--- config.mk ---
export PLATFORM = sky130hd
export DESIGN_NAME = wob_tester
export DESIGN_NICKNAME = d
export VERILOG_FILES = /design/src/rtl/wob_pkg.sv /design/src/rtl/wob_datapath.sv /design/src/rtl/wob_control.sv /design/src/rtl/wob_tester.sv
export SDC_FILE = /design/constraint.sdc
export NUM_CORES = 1
export LEC_CHECK = 0
export ABC_AREA = 1
export BUFFER_PORTS_ARGS = -buffer_cell sky130_fd_sc_hd__buf_2
export CORE_MARGIN = 3
export CORE_UTILIZATION = 45
export DETAILED_ROUTE_END_ITERATION = 10
export GPL_ROUTABILITY_DRIVEN = 0
export PLACE_DENSITY = 0.72
export SLEW_MARGIN = 15
export SYNTH_ARGS = -nofsm -noshare
export SYNTH_HDL_FRONTEND = slang
export SYNTH_SLANG_ARGS = --single-unit
--- constraint.sdc ---
create_clock -name clk -period 2.25 [get_ports clk]
set_clock_uncertainty 0.05 [all_clocks]
set_input_delay 0.1125 -clock clk [delete_from_list [all_inputs] [get_ports clk]]
set_output_delay 0.1125 -clock clk [all_outputs]
set_load 0.005 [all_outputs]
--- src/rtl/wob_pkg.sv ---
package wob_pkg;

  typedef enum logic [1:0] {
    ST_IDLE  = 2'd0,
    ST_WRITE = 2'd1,
    ST_READ  = 2'd2,
    ST_WAIT  = 2'd3
  } wobState_t;

  // Strobes from control to datapath
  typedef struct packed {
    logic loadAddr;
    logic initPat;
    logic shiftPat;
    logic clrRes;
    logic capFail;
    logic capPass;
    logic drvWrite;
  } wobCtrl_t;

endpackage

--- src/rtl/wob_datapath.sv ---
module wob_datapath
  import wob_pkg::*;
#(
  parameter int DATA_W = 8,
  parameter int ADDR_W = 10
) (
  input  logic              clk,
  input  logic              rstN,
  input  wobCtrl_t          ctrl,
  input  logic [ADDR_W-1:0] testAddr,
  input  logic [DATA_W-1:0] memRdata,
  output logic [ADDR_W-1:0] memAddr,
  output logic [DATA_W-1:0] memWdata,
  output logic              mismatch,
  output logic              lastBit,
  output logic              fail,
  output logic [DATA_W-1:0] result
);

  localparam logic [DATA_W-1:0] FIRST_PAT = DATA_W'(1);

  logic [ADDR_W-1:0] addrQ;
  logic [DATA_W-1:0] patQ;
  logic [DATA_W-1:0] resultQ;
  logic              failQ;

  always_ff @(posedge clk or negedge rstN) begin
    if (!rstN) begin
      addrQ <= '0;
    end else if (ctrl.loadAddr) begin
      addrQ <= testAddr;
    end
  end

  always_ff @(posedge clk or negedge rstN) begin
    if (!rstN) begin
      patQ <= FIRST_PAT;
    end else if (ctrl.initPat) begin
      patQ <= FIRST_PAT;
    end else if (ctrl.shiftPat) begin
      patQ <= {patQ[DATA_W-2:0], 1'b0};
    end
  end

  always_ff @(posedge clk or negedge rstN) begin
    if (!rstN) begin
      resultQ <= '0;
      failQ   <= 1'b0;
    end else if (ctrl.clrRes || ctrl.capPass) begin
      resultQ <= '0;
      failQ   <= 1'b0;
    end else if (ctrl.capFail) begin
      resultQ <= patQ;
      failQ   <= 1'b1;
    end
  end

  assign memAddr  = addrQ;
  assign memWdata = ctrl.drvWrite ? patQ : '0;
  assign mismatch = (memRdata != patQ);
  assign lastBit  = patQ[DATA_W-1];
  assign fail     = failQ;
  assign result   = resultQ;


  onehot_write_chk: assert property (@(posedge clk) disable iff (!rstN)
    ctrl.drvWrite |-> ($countones(memWdata) == 1));


  fail_capture_chk: assert property (@(posedge clk) disable iff (!rstN)
    ctrl.capFail |=> (fail && (result == $past(patQ))));


  pass_capture_chk: assert property (@(posedge clk) disable iff (!rstN)
    ctrl.capPass |=> (!fail && (result == '0)));

endmodule

--- src/rtl/wob_control.sv ---
module wob_control
  import wob_pkg::*;
#(
  parameter int RD_LAT = 1
) (
  input  logic     clk,
  input  logic     rstN,
  input  logic     start,
  input  logic     mismatch,
  input  logic     lastBit,
  output wobCtrl_t ctrl,
  output logic     memWe,
  output logic     memRe,
  output logic     done
);

  localparam int CNT_W = (RD_LAT < 2) ? 1 : $clog2(RD_LAT);
  localparam logic [CNT_W-1:0] LAT_LAST = CNT_W'(RD_LAT - 1);

  wobState_t stateQ, stateD;
  logic [CNT_W-1:0] latCntQ, latCntD;
  logic doneQ, doneD;
  logic latReached;

  assign latReached = (latCntQ == LAT_LAST);

  always_comb begin
    stateD  = stateQ;
    latCntD = latCntQ;
    doneD   = 1'b0;
    ctrl    = '0;
    unique case (stateQ)
      ST_IDLE: begin
        if (start) begin
          ctrl.loadAddr = 1'b1;
          ctrl.initPat  = 1'b1;
          ctrl.clrRes   = 1'b1;
          stateD        = ST_WRITE;
        end
      end
      ST_WRITE: begin
        ctrl.drvWrite = 1'b1;
        stateD        = ST_READ;
      end
      ST_READ: begin
        latCntD = '0;
        stateD  = ST_WAIT;
      end
      ST_WAIT: begin
        if (latReached) begin
          if (mismatch) begin
            ctrl.capFail = 1'b1;
            doneD        = 1'b1;
            stateD       = ST_IDLE;
          end else if (lastBit) begin
            ctrl.capPass = 1'b1;
            doneD        = 1'b1;
            stateD       = ST_IDLE;
          end else begin
            ctrl.shiftPat = 1'b1;
            stateD        = ST_WRITE;
          end
        end else begin
          latCntD = latCntQ + 1'b1;
        end
      end
      default: stateD = ST_IDLE;
    endcase
  end

  always_ff @(posedge clk or negedge rstN) begin
    if (!rstN) begin
      stateQ  <= ST_IDLE;
      latCntQ <= '0;
      doneQ   <= 1'b0;
    end else begin
      stateQ  <= stateD;
      latCntQ <= latCntD;
      doneQ   <= doneD;
    end
  end

  assign memWe = (stateQ == ST_WRITE);
  assign memRe = (stateQ == ST_READ);
  assign done  = doneQ;


  no_rw_overlap_chk: assert property (@(posedge clk) disable iff (!rstN)
    !(memWe && memRe));


  read_after_write_chk: assert property (@(posedge clk) disable iff (!rstN)
    memRe |-> $past(memWe));


  done_pulse_chk: assert property (@(posedge clk) disable iff (!rstN)
    done |=> !done);


  quiet_after_done_chk: assert property (@(posedge clk) disable iff (!rstN)
    done |-> (!memWe && !memRe));


  start_busy_ignored_chk: assert property (@(posedge clk) disable iff (!rstN)
    (start && (stateQ != ST_IDLE)) |-> !ctrl.loadAddr);

endmodule

--- src/rtl/wob_tester.sv ---
module wob_tester
  import wob_pkg::*;
#(
  parameter int DATA_W = 8,
  parameter int ADDR_W = 10,
  parameter int RD_LAT = 1
) (
  input  logic              clk,
  input  logic              rstN,
  input  logic              start,
  input  logic [ADDR_W-1:0] testAddr,
  output logic              done,
  output logic              fail,
  output logic [DATA_W-1:0] result,
  output logic [ADDR_W-1:0] memAddr,
  output logic [DATA_W-1:0] memWdata,
  input  logic [DATA_W-1:0] memRdata,
  output logic              memWe,
  output logic              memRe
);

  wobCtrl_t ctrl;
  logic     mismatch;
  logic     lastBit;

  wob_control #(
    .RD_LAT(RD_LAT)
  ) u_ctrl (
    .clk     (clk),
    .rstN    (rstN),
    .start   (start),
    .mismatch(mismatch),
    .lastBit (lastBit),
    .ctrl    (ctrl),
    .memWe   (memWe),
    .memRe   (memRe),
    .done    (done)
  );

  wob_datapath #(
    .DATA_W(DATA_W),
    .ADDR_W(ADDR_W)
  ) u_dp (
    .clk     (clk),
    .rstN    (rstN),
    .ctrl    (ctrl),
    .testAddr(testAddr),
    .memRdata(memRdata),
    .memAddr (memAddr),
    .memWdata(memWdata),
    .mismatch(mismatch),
    .lastBit (lastBit),
    .fail    (fail),
    .result  (result)
  );


  result_hold_chk: assert property (@(posedge clk) disable iff (!rstN)
    (!ctrl.clrRes && !ctrl.capFail && !ctrl.capPass) |=> ($stable(result) && $stable(fail)));

endmodule

==> results_dict.tcl, run 1 <==
set metrics [dict create \
    crit_path_frequent_cell "inv_1" \
    die_h_um 64.5 \
    min_period_ns 1.70 \
    synthSimpleGateAreaFrac 0.360 \
    placementRows 20 \
    area_growth_syn_to_layout_pct 32.3 \
    grt_pass1_wl_mm 6.09 \
    cp.arrival_ns 1.54 \
    die_w_um 64.5 \
    rsz0062_at_grt "no" \
    die-area_um2 4150 \
    slew_viol_final 0 \
    antenna_found_initial 0 \
    worst-path-max-fanout 9 \
    wirelength_mm 3.47 \
    path_cells "inv_1 -> ha_1 -> nand2_1 -> inv_1 -> buf_2" \
    fin_nets 303 \
    synth_compound_gate_area_share 0.00976 \
    ios 51 \
    finalSetupViolCount 0 \
    synth_area_leaders "dfrtp_1, nand2_1, nand3_1" \
    clk_latency_ns 0.33 \
    synth_xor_area_frac 0 \
    post-synth-top-area-cell "dfrtp_1" \
    ys_types 16 \
    diodes 0 \
    clk_pin_slew_ns 0.09 \
    dp.cells 303 \
    synthAdderAreaFrac 0.0407 \
    synth_area_um2 1540 \
    drt_first_pass_iters 4 \
    post-cts-setup-buffers 0 \
    maxSlewHeadroom 0.568 \
    hp-class "input pin to flip-flop" \
    pre_cts_slack_ns 0.678 \
    end_kind "output port" \
    ys_ff_latch 30 \
    post_drt_wl_per_cell_um 10.8 \
    htree_levels 2 \
    max_freq_ghz 0.589 \
    ant_nets 0 \
    gr-total-overflow 0 \
    crit_type "flip-flop to output port" \
    cap_violations 0 \
    yosysTopAreaCellShare 0.472 \
    powerDensity_nw_per_um2 902 \
    grt_pass1_vias 1407 \
    utilization 0.645 \
    vdd_ir_drop_max_mv 0.612 \
    coreArea_um2 3150 \
    clock_sinks 30 \
    cts_tree "done" \
    post_cts_resized 0 \
    path_delay_family "flip-flops" \
    finalHoldViolCount 0 \
    initial_utilization 0.488 \
    num_vias 1461 \
    synthMuxAreaShare 0 \
    timing.setup.tns_ns 0 \
    most-common-layout-cells "nand2_1, buf_2, dfrtp_1" \
    dp_hpwl_mm 2.52 \
    synth_top_family_by_area "simple AND/OR/NAND/NOR gates" \
    min_period_over_period 0.755 \
    critPathSlowestCell "dfrtp_1" \
    drt_iter0_markers 66 \
    startpoint_type "flip-flop" \
    drcViolationCount 0 \
    syn_area_per_cell_um2 7.29 \
    fin_cells 321 \
    setup_slack_ns 0.552 \
    synth_nets 237 \
    vias_per_cell 4.55 \
    clock_path_buffers 2 \
    p_leak_nw 1.32 \
    grt_use_total 0.191 \
    outcome "completed" \
    root_buffer "clkbuf_4" \
    worst_pin_slew_ns 0.648 \
    cp.required_ns 2.09 \
    seq_area_frac_synth 0.489 \
    drive_gt1_frac 0.256 \
    crit_buf_inv 3 \
    syn_inst 211 \
    grt_start_max_net_pins 31 \
    max_stage_delay_ns 0.41 \
    yosys_warnings 0 \
    mostFrequentLayoutCell "nand2_1" \
    numCtsBuffers 5 \
    port_buffers 50 \
]
layout make-up:
type,count,area (um2)
fillers,300,1120
flip-flops and latches,30,752
multi-input cells,142,632
repair buffers,65,390
inverters,33,124
well taps,44,55.1
clock buffers,6,51.3
clock inverters,1,30.0
sequential cells by signal, indices dropped and copies added (netlist names):
signal / flops
u_dp.memAddr: 10
u_dp.result: 8
u_dp.patQ: 8
u_ctrl.done: 1
u_dp.fail: 1
u_ctrl.stateQ: 2
synthesized netlist by cell type:
master     n
nand2_1   97
dfrtp_1   29
inv_1     27
nand3_1   22
nor2_1    11
inv_2      6
clkbuf_1   5
ha_1       5
o21ai_0    2
buf_6      1
dfstp_2    1
nand2_4    1
nand3_2    1
nand4_1    1
nor2_4     1
o21ai_1    1
final timing paths:
check | startpoint | end | slack (ns) | depth (start not counted)
max | u_ctrl.stateQ[1]$_DFFE_PN0P_ | memWdata[6] | 0.55 | 5
min | start | u_ctrl.stateQ[1]$_DFFE_PN0P_ | 0.07 | 4
min reg2reg | u_dp.memAddr[4]$_DFFE_PN0P_ | u_dp.memAddr[4]$_DFFE_PN0P_ | 0.43 | 2
max reg2reg | u_dp.patQ[0]$_DFFE_PN1P_ | u_dp.patQ[4]$_DFFE_PN0P_ | 0.65 | 10
min in group asynchronous | rstN | u_ctrl.stateQ[0]$_DFFE_PN0P_ | 0.29 | 2
max in group asynchronous | rstN | u_dp.memAddr[2]$_DFFE_PN0P_ | 1.43 | 2
per-stage QoR:
step                      hold WS (ns)  instance area (um2)  power (mW)
after CTS                       0.0617                 2030        1.85
final                           0.0690                 2030        1.84
after detailed placement         0.137                 1840        1.40
after floorplan                 -0.233                 1540        1.12
after global placement           0.133                 1840        1.39
after global routing             0.106                 2030        1.98
worst min-delay path, stage by stage:
cell	delay [ns]
buf_2	0.09
inv_1	0.03
nand2_1	0.10
o21ai_0	0.08
layer usage:
metal,GRT usage,vias to the layer above,part of all wire,wire (um)
met1,0.223,650,0.46,1610
li1,-,760,-,-
met2,0.326,43,0.46,1590
met5,0,-,0,0
met3,0.0503,8,0.061,212
met4,0.0871,0,0.018,62
report_power, final:
part / switching, mW / internal [mW] / total (mW)
sequential: 0.0752 / 0.672 / 0.747
combinational: 0.374 / 0.274 / 0.648
clock: 0.182 / 0.258 / 0.440
total: 0.631 / 1.20 / 1.84
repair_timing:
item,in CTS,in global routing
endpoints found under the setup margin,0,0
endpoints found under the hold margin,39,0
hold buffers,11,0
cells by family after synthesis:
| logic type | after synthesis |
|---|---|
| AND/OR/NAND/NOR | 134 |
| buffers and inverters | 39 |
| flip-flops | 30 |
| AO/OA/AOI/OAI | 3 |
| adder cells (fa/ha/maj) | 5 |
No activity file was read; power rests on OpenSTA's default activity.
==> run 2: changes to the inputs <==
--- a/config.mk
+++ b/config.mk
@@ -11,7 +11,7 @@
 export CORE_UTILIZATION = 45
 export DETAILED_ROUTE_END_ITERATION = 10
 export GPL_ROUTABILITY_DRIVEN = 0
-export PLACE_DENSITY = 0.72
+export PLACE_DENSITY = 0.75
 export SLEW_MARGIN = 15
 export SYNTH_ARGS = -nofsm -noshare
 export SYNTH_HDL_FRONTEND = slang
==> constraint.sdc (replaced) <==
create_clock -name clk -period 1.5 [get_ports clk]
set_clock_uncertainty 0.05 [all_clocks]
set_input_delay 0.075 -clock clk [delete_from_list [all_inputs] [get_ports clk]]
set_output_delay 0.075 -clock clk [all_outputs]
set_load 0.005 [all_outputs]
==> run 2 against run 1 <==
Effect of this change: the run now ends with negative setup slack left; utilization up 6.5 points; combinational power up 110%; non-clock buffer count up 15; die area unchanged; final cell count up 5.3%; final area up 10%; global-route usage up 0.67 points; hold slack worse by 0.0013 ns; critical path depth up 5; power up 63%; setup slack worse by 0.58 ns; largest cell class unchanged; largest power group is now combinational logic.
==> results_dict.tcl, run 2 (synthesis results as in run 1) <==
set metrics [dict create \
    crit_type "flip-flop to flip-flop" \
    area_growth_syn_to_layout_pct 45.7 \
    min_period_ns 1.53 \
    clock_path_buffers 2 \
    min_period_over_period 1.02 \
    root_buffer "clkbuf_4" \
    antenna_found_initial 0 \
    initial_utilization 0.488 \
    nFillCells 276 \
    pre_cts_slack_ns -0.177 \
    vdd_ir_drop_max_mv 0.846 \
    dp_hpwl_mm 2.55 \
    hold_end "u_ctrl.stateQ[1]$_DFFE_PN0P_" \
    drt_iter0_markers 47 \
    clk_pin_slew_ns 0.10 \
    powerDensity_nw_per_um2 1340 \
    coreArea_um2 3150 \
    r2r_start "u_dp.patQ[0]$_DFFE_PN1P_" \
    ios 51 \
    cap_violations 0 \
    die-area_um2 4150 \
    cp.arrival_ns 1.75 \
    p_clk_frac 0.172 \
    rsz0062_at_grt "yes" \
    violations "negative setup slack" \
    final.hold.worst_slack_ns 0.0676 \
    diodes 0 \
    setup_slack_ns -0.0256 \
    drcViolationCount 0 \
    finalHoldViolCount 0 \
    die_h_um 64.5 \
    mostFrequentLayoutCell "nand2_1" \
    fin_cells 338 \
    p_int_mw 1.87 \
    num_vias 1543 \
    wirelength_mm 3.91 \
    drt_first_pass_iters 4 \
    gr-total-overflow 0 \
    most-common-layout-cells "nand2_1, buf_2, dfrtp_1" \
    drive_gt1_frac 0.371 \
    worst_pin_slew_ns 0.670 \
    maxSlewHeadroom 0.553 \
    startpoint_type "flip-flop" \
    grt_use_total 0.197 \
    end_kind "flip-flop" \
    worstHoldStart "start" \
    clk_latency_ns 0.34 \
    cts_tree "done" \
    r2r-end "u_dp.result[7]$_DFFE_PN0P_" \
    ant_nets 0 \
    switching_power_mw 1.12 \
    clock_sinks 30 \
    regToRegSetupSlack_ns -0.03 \
    fin_nets 319 \
    finalSetupViolCount 10 \
    port_buffers 50 \
    largest_reg_flops 10 \
    numCtsBuffers 5 \
    hp-class "input pin to flip-flop" \
    max_freq_ghz 0.655 \
    hold_depth 4 \
    comb_power_share 0.452 \
    placementRows 20 \
    pwr-share-seq 0.376 \
    grt_pass1_vias 1395 \
    grt_pass1_wl_mm 6.32 \
    swShare 0.374 \
    vias_per_cell 4.57 \
    outcome "finished with violations" \
    slew_viol_final 0 \
    r2r_cells 10 \
    die_w_um 64.5 \
    p_leak_nw 1.42 \
    grt_start_max_net_pins 31 \
    dp.cells 313 \
    worst-path-max-fanout 5 \
    post_drt_wl_per_cell_um 11.6 \
    htree_levels 2 \
    cp.required_ns 1.73 \
]
[run 2: cell types whose count changed in the layout (fill, tap and decap cells not counted), sizes merged]
| cell | previous run | this run |
|---|---|---|
| clkinvlp | 0 | 1 |
| bufinv | 1 | 0 |
| buf | 54 | 69 |
| clkinv | 0 | 1 |
| nand2 | 98 | 99 |
[run 2: how the worst max path moves through the flow]
| stage | from | end | slack [ns] | cells after the start |
|---|---|---|---|---|
| 2_1_floorplan | u_ctrl.stateQ[0]$_DFFE_PN0P_ | u_dp.result[4]$_DFFE_PN0P_ | 0.03 | 8 |
| 3_3_place_gp | u_ctrl.stateQ[0]$_DFFE_PN0P_ | u_dp.result[7]$_DFFE_PN0P_ | -0.13 | 7 |
| 3_5_place_dp | u_ctrl.stateQ[0]$_DFFE_PN0P_ | u_dp.result[2]$_DFFE_PN0P_ | -0.18 | 7 |
| 4_1_cts | u_dp.patQ[0]$_DFFE_PN1P_ | u_dp.patQ[4]$_DFFE_PN0P_ | -0.06 | 9 |
| 5_1_grt | u_dp.patQ[0]$_DFFE_PN1P_ | u_dp.result[7]$_DFFE_PN0P_ | -0.15 | 10 |
| 6_report | u_dp.patQ[0]$_DFFE_PN1P_ | u_dp.result[7]$_DFFE_PN0P_ | -0.03 | 10 |
[run 2: cell type report]
class                      count  area, um2  share of cell area
clock buffer                   6       51.3              0.0229
clock inverter                 2       12.5             0.00558
inverter                      33        124              0.0553
multi-input combinational    143        706               0.315
sequential                    30        753               0.336
tap                           44       55.1              0.0246
timing repair buffer          80        539               0.241
[run 2: power by group through the flow]
| stage | registers [mW] | logic [mW] | clock network [mW] |
|---|---|---|---|
| after floorplan | 1.14 | 0.550 | 0 |
| final | 1.13 | 1.35 | 0.515 |
| after detailed placement | 1.12 | 1.05 | 0 |
| after global placement | 1.13 | 1.02 | 0 |
| after CTS | 1.12 | 1.25 | 0.530 |
| after global routing | 1.16 | 1.51 | 0.575 |
[run 2: repair_timing]
action | 4_1_cts | 5_1_grt
gates resized for setup | 10 | 23
pin swaps | 1 | 5
hold buffers | 11 | 0
buffers inserted | 4 | 1
hold endpoints to repair | 39 | 0
cloned | 0 | 1
setup endpoints to repair | 26 | 30
[run 2: metal layers]
layer | up-vias | GRT usage | share of wire
met3 | 7 | 0.0572 | 0.067
met4 | 0 | 0.0633 | 0.017
li1 | 794 | - | -
met1 | 693 | 0.245 | 0.45
met2 | 49 | 0.331 | 0.46
met5 | - | 0 | 0
[run 2: metrics by stage]
stage	total power [mW]	area, um2	TNS, ns	util
floorplan	1.69	1540	0	-
global placement	2.15	1920	-1.36	0.609
detailed placement	2.18	1920	-1.85	0.609
CTS	2.90	2160	-0.615	0.687
global route	3.24	2240	-2.67	0.711
finish	2.99	2240	-0.134	0.711
[run 2: critical path, stage by stage (launching register included)]
cell     delay (ns)
dfstp_2        0.57
inv_2          0.03
nand2_1        0.04
nand2_1        0.04
nor2_1         0.09
nand2_1        0.10
nor2_4         0.15
nand2_2        0.12
nand2_2        0.13
nand3_1        0.08
nand2_1        0.06
==> run 3: changes to the inputs <==
--- a/config.mk
+++ b/config.mk
@@ -7,11 +7,12 @@
 export LEC_CHECK = 0
 export ABC_AREA = 1
 export BUFFER_PORTS_ARGS = -buffer_cell sky130_fd_sc_hd__buf_2
+export CORE_ASPECT_RATIO = 1.5
 export CORE_MARGIN = 3
 export CORE_UTILIZATION = 45
 export DETAILED_ROUTE_END_ITERATION = 10
 export GPL_ROUTABILITY_DRIVEN = 0
-export PLACE_DENSITY = 0.75
+export PLACE_DENSITY = 0.83
 export SLEW_MARGIN = 15
 export SYNTH_ARGS = -nofsm -noshare
 export SYNTH_HDL_FRONTEND = slang
==> run 3 against run 2 <==
Effect of this change: the run still ends with negative setup slack left; fmax is 0.83% lower; utilization is 2.0 points lower; first-iteration DRC count is 21% lower; setup slack worse by 0.013 ns; clock-buffer cell count stayed put; die area is 0.35% higher; final cell count is 2.7% lower; combinational power is 17% lower; critical endpoint is now u_dp.result[3]$_DFFE_PN0P_.
==> results_dict.tcl, run 3 (synthesis results as in run 1) <==
set metrics [dict create \
    drive_gt1_frac 0.322 \
    dp_hpwl_mm 2.60 \
    nFillCells 262 \
    cp.arrival_ns 1.71 \
    worst-path-max-fanout 5 \
    root_buffer "clkbuf_8" \
    fin_nets 314 \
    finalSetupViolCount 14 \
    mostFrequentLayoutCell "nand2_1" \
    crit_buf_inv 1 \
    drt_iter0_markers 37 \
    initial_utilization 0.477 \
    ant_nets 0 \
    seq_area_um2 752 \
    end_kind "flip-flop" \
    grt_start_max_net_pins 31 \
    port_buffers 50 \
    crit_type "flip-flop to flip-flop" \
    die-area_um2 4170 \
    finalHoldViolCount 0 \
    numCtsBuffers 5 \
    grt_pass1_vias 1513 \
    clock_sinks 30 \
    die_w_um 53.7 \
    slew_viol_final 0 \
    post_drt_wl_per_cell_um 12.0 \
    path_delay_family "simple AND/OR/NAND/NOR gates" \
    setup_slack_ns -0.0384 \
    drt_first_pass_iters 4 \
    hp-class "input pin to flip-flop" \
    antenna_found_initial 0 \
    powerDensity_nw_per_um2 1470 \
    min_period_ns 1.54 \
    drcViolationCount 0 \
    die_h_um 77.6 \
    vdd_ir_drop_max_mv 0.982 \
    crit_path_frequent_cell "nand2_1" \
    wirelength_mm 3.95 \
    cts_tree "done" \
    design_area_um2 2220 \
    placementRows 25 \
    power_mw 3.26 \
    critPathSlowestCell "dfstp_2" \
    p_leak_nw 1.39 \
    startpoint_type "flip-flop" \
    area_growth_syn_to_layout_pct 44.7 \
    max_stage_delay_ns 0.54 \
    htree_levels 2 \
    outcome "finished with violations" \
    path_cells "inv_2 -> nand2_1 -> nand2_1 -> nor2_1 -> nand2_1 -> nor2_4 -> nand2_4 -> nand2_4 -> nand3_2 -> nand2_1" \
    min_period_over_period 1.03 \
    clock_path_buffers 2 \
    cp.required_ns 1.67 \
    cap_violations 0 \
    max_freq_ghz 0.650 \
    ios 51 \
    maxSlewHeadroom 0.562 \
    rsz0062_at_grt "yes" \
    gr-total-overflow 0 \
    grt_pass1_wl_mm 6.51 \
    clk_latency_ns 0.29 \
    grt_use_total 0.214 \
    postPlaceCellArea_um2 1900 \
    diodes 0 \
    violations "negative setup slack" \
    most-common-layout-cells "nand2_1, buf_2, dfrtp_1" \
    multi_input_area_um2 698 \
    largest_reg_flops 10 \
    worst_pin_slew_ns 0.657 \
    clk_pin_slew_ns 0.06 \
    vias_per_cell 4.71 \
    num_vias 1550 \
    coreArea_um2 3220 \
]
==> run 3: worst reg2reg max path, cell delays in order (launching register included) <==
cell and delay, ns:
dfstp_2 0.54, inv_2 0.03, nand2_1 0.04, nand2_1 0.04, nor2_1 0.10, nand2_1 0.09
nor2_4 0.22, nand2_4 0.11, nand2_4 0.11, nand3_2 0.08, nand2_1 0.07
==> run 3: repair_timing <==
action	CTS	global route
buffers inserted	1	0
endpoints found under the hold margin	39	0
hold buffers	11	0
setup endpoints to repair	20	27
resized for setup	8	5
gates cloned	1	1
==> run 3: cell type report <==
type,instances,area share
multi-input cells,144,0.314
inverters,33,0.0557
repair buffers,74,0.206
flip-flops and latches,30,0.338
well taps,40,0.0225
clock inverters,2,0.0270
clock buffers,6,0.0371
==> run 3: report_power, final <==
group          internal (mW)  switching, mW  leakage (nW)
logic                  0.471          0.651         0.926
clock network          0.708          0.313        0.0714
registers               1.01          0.106         0.392
==> run 3: worst paths after layout <==
kind	start	slack, ns	endpoint	cells past startpoint
min reg2reg	u_dp.memAddr[8]$_DFFE_PN0P_	0.43	u_dp.memAddr[8]$_DFFE_PN0P_	2
min in group asynchronous	rstN	0.30	u_ctrl.done$_DFF_PN0_	2
min	start	0.09	u_ctrl.stateQ[1]$_DFFE_PN0P_	4
max reg2reg	u_dp.patQ[0]$_DFFE_PN1P_	-0.04	u_dp.result[3]$_DFFE_PN0P_	10
max	u_dp.patQ[0]$_DFFE_PN1P_	-0.04	u_dp.result[3]$_DFFE_PN0P_	10
max in group asynchronous	rstN	0.67	u_dp.patQ[1]$_DFFE_PN0P_	2
==> run 3: per-stage QoR <==
stage	hold slack [ns]	util	TNS, ns	setup WS [ns]	instances
4_1_cts	0.0916	0.680	-0.0276	-0.0203	328
5_1_grt	0.140	0.690	-2.08	-0.135	329
6_report	0.0918	0.690	-0.223	-0.0384	329
3_5_place_dp	0.0938	0.590	-0.142	-0.0459	307
2_1_floorplan	-0.271	-	0	0.0302	211
3_3_place_gp	0.0873	0.590	0	0.0263	307
==> run 3: routing by layer <==
layer,global-route usage,routed length [um],up-vias
met5,0,0,-
met4,0.128,112,0
met3,0.0403,201,11
met2,0.364,2120,48
met1,0.232,1510,710
li1,-,-,781
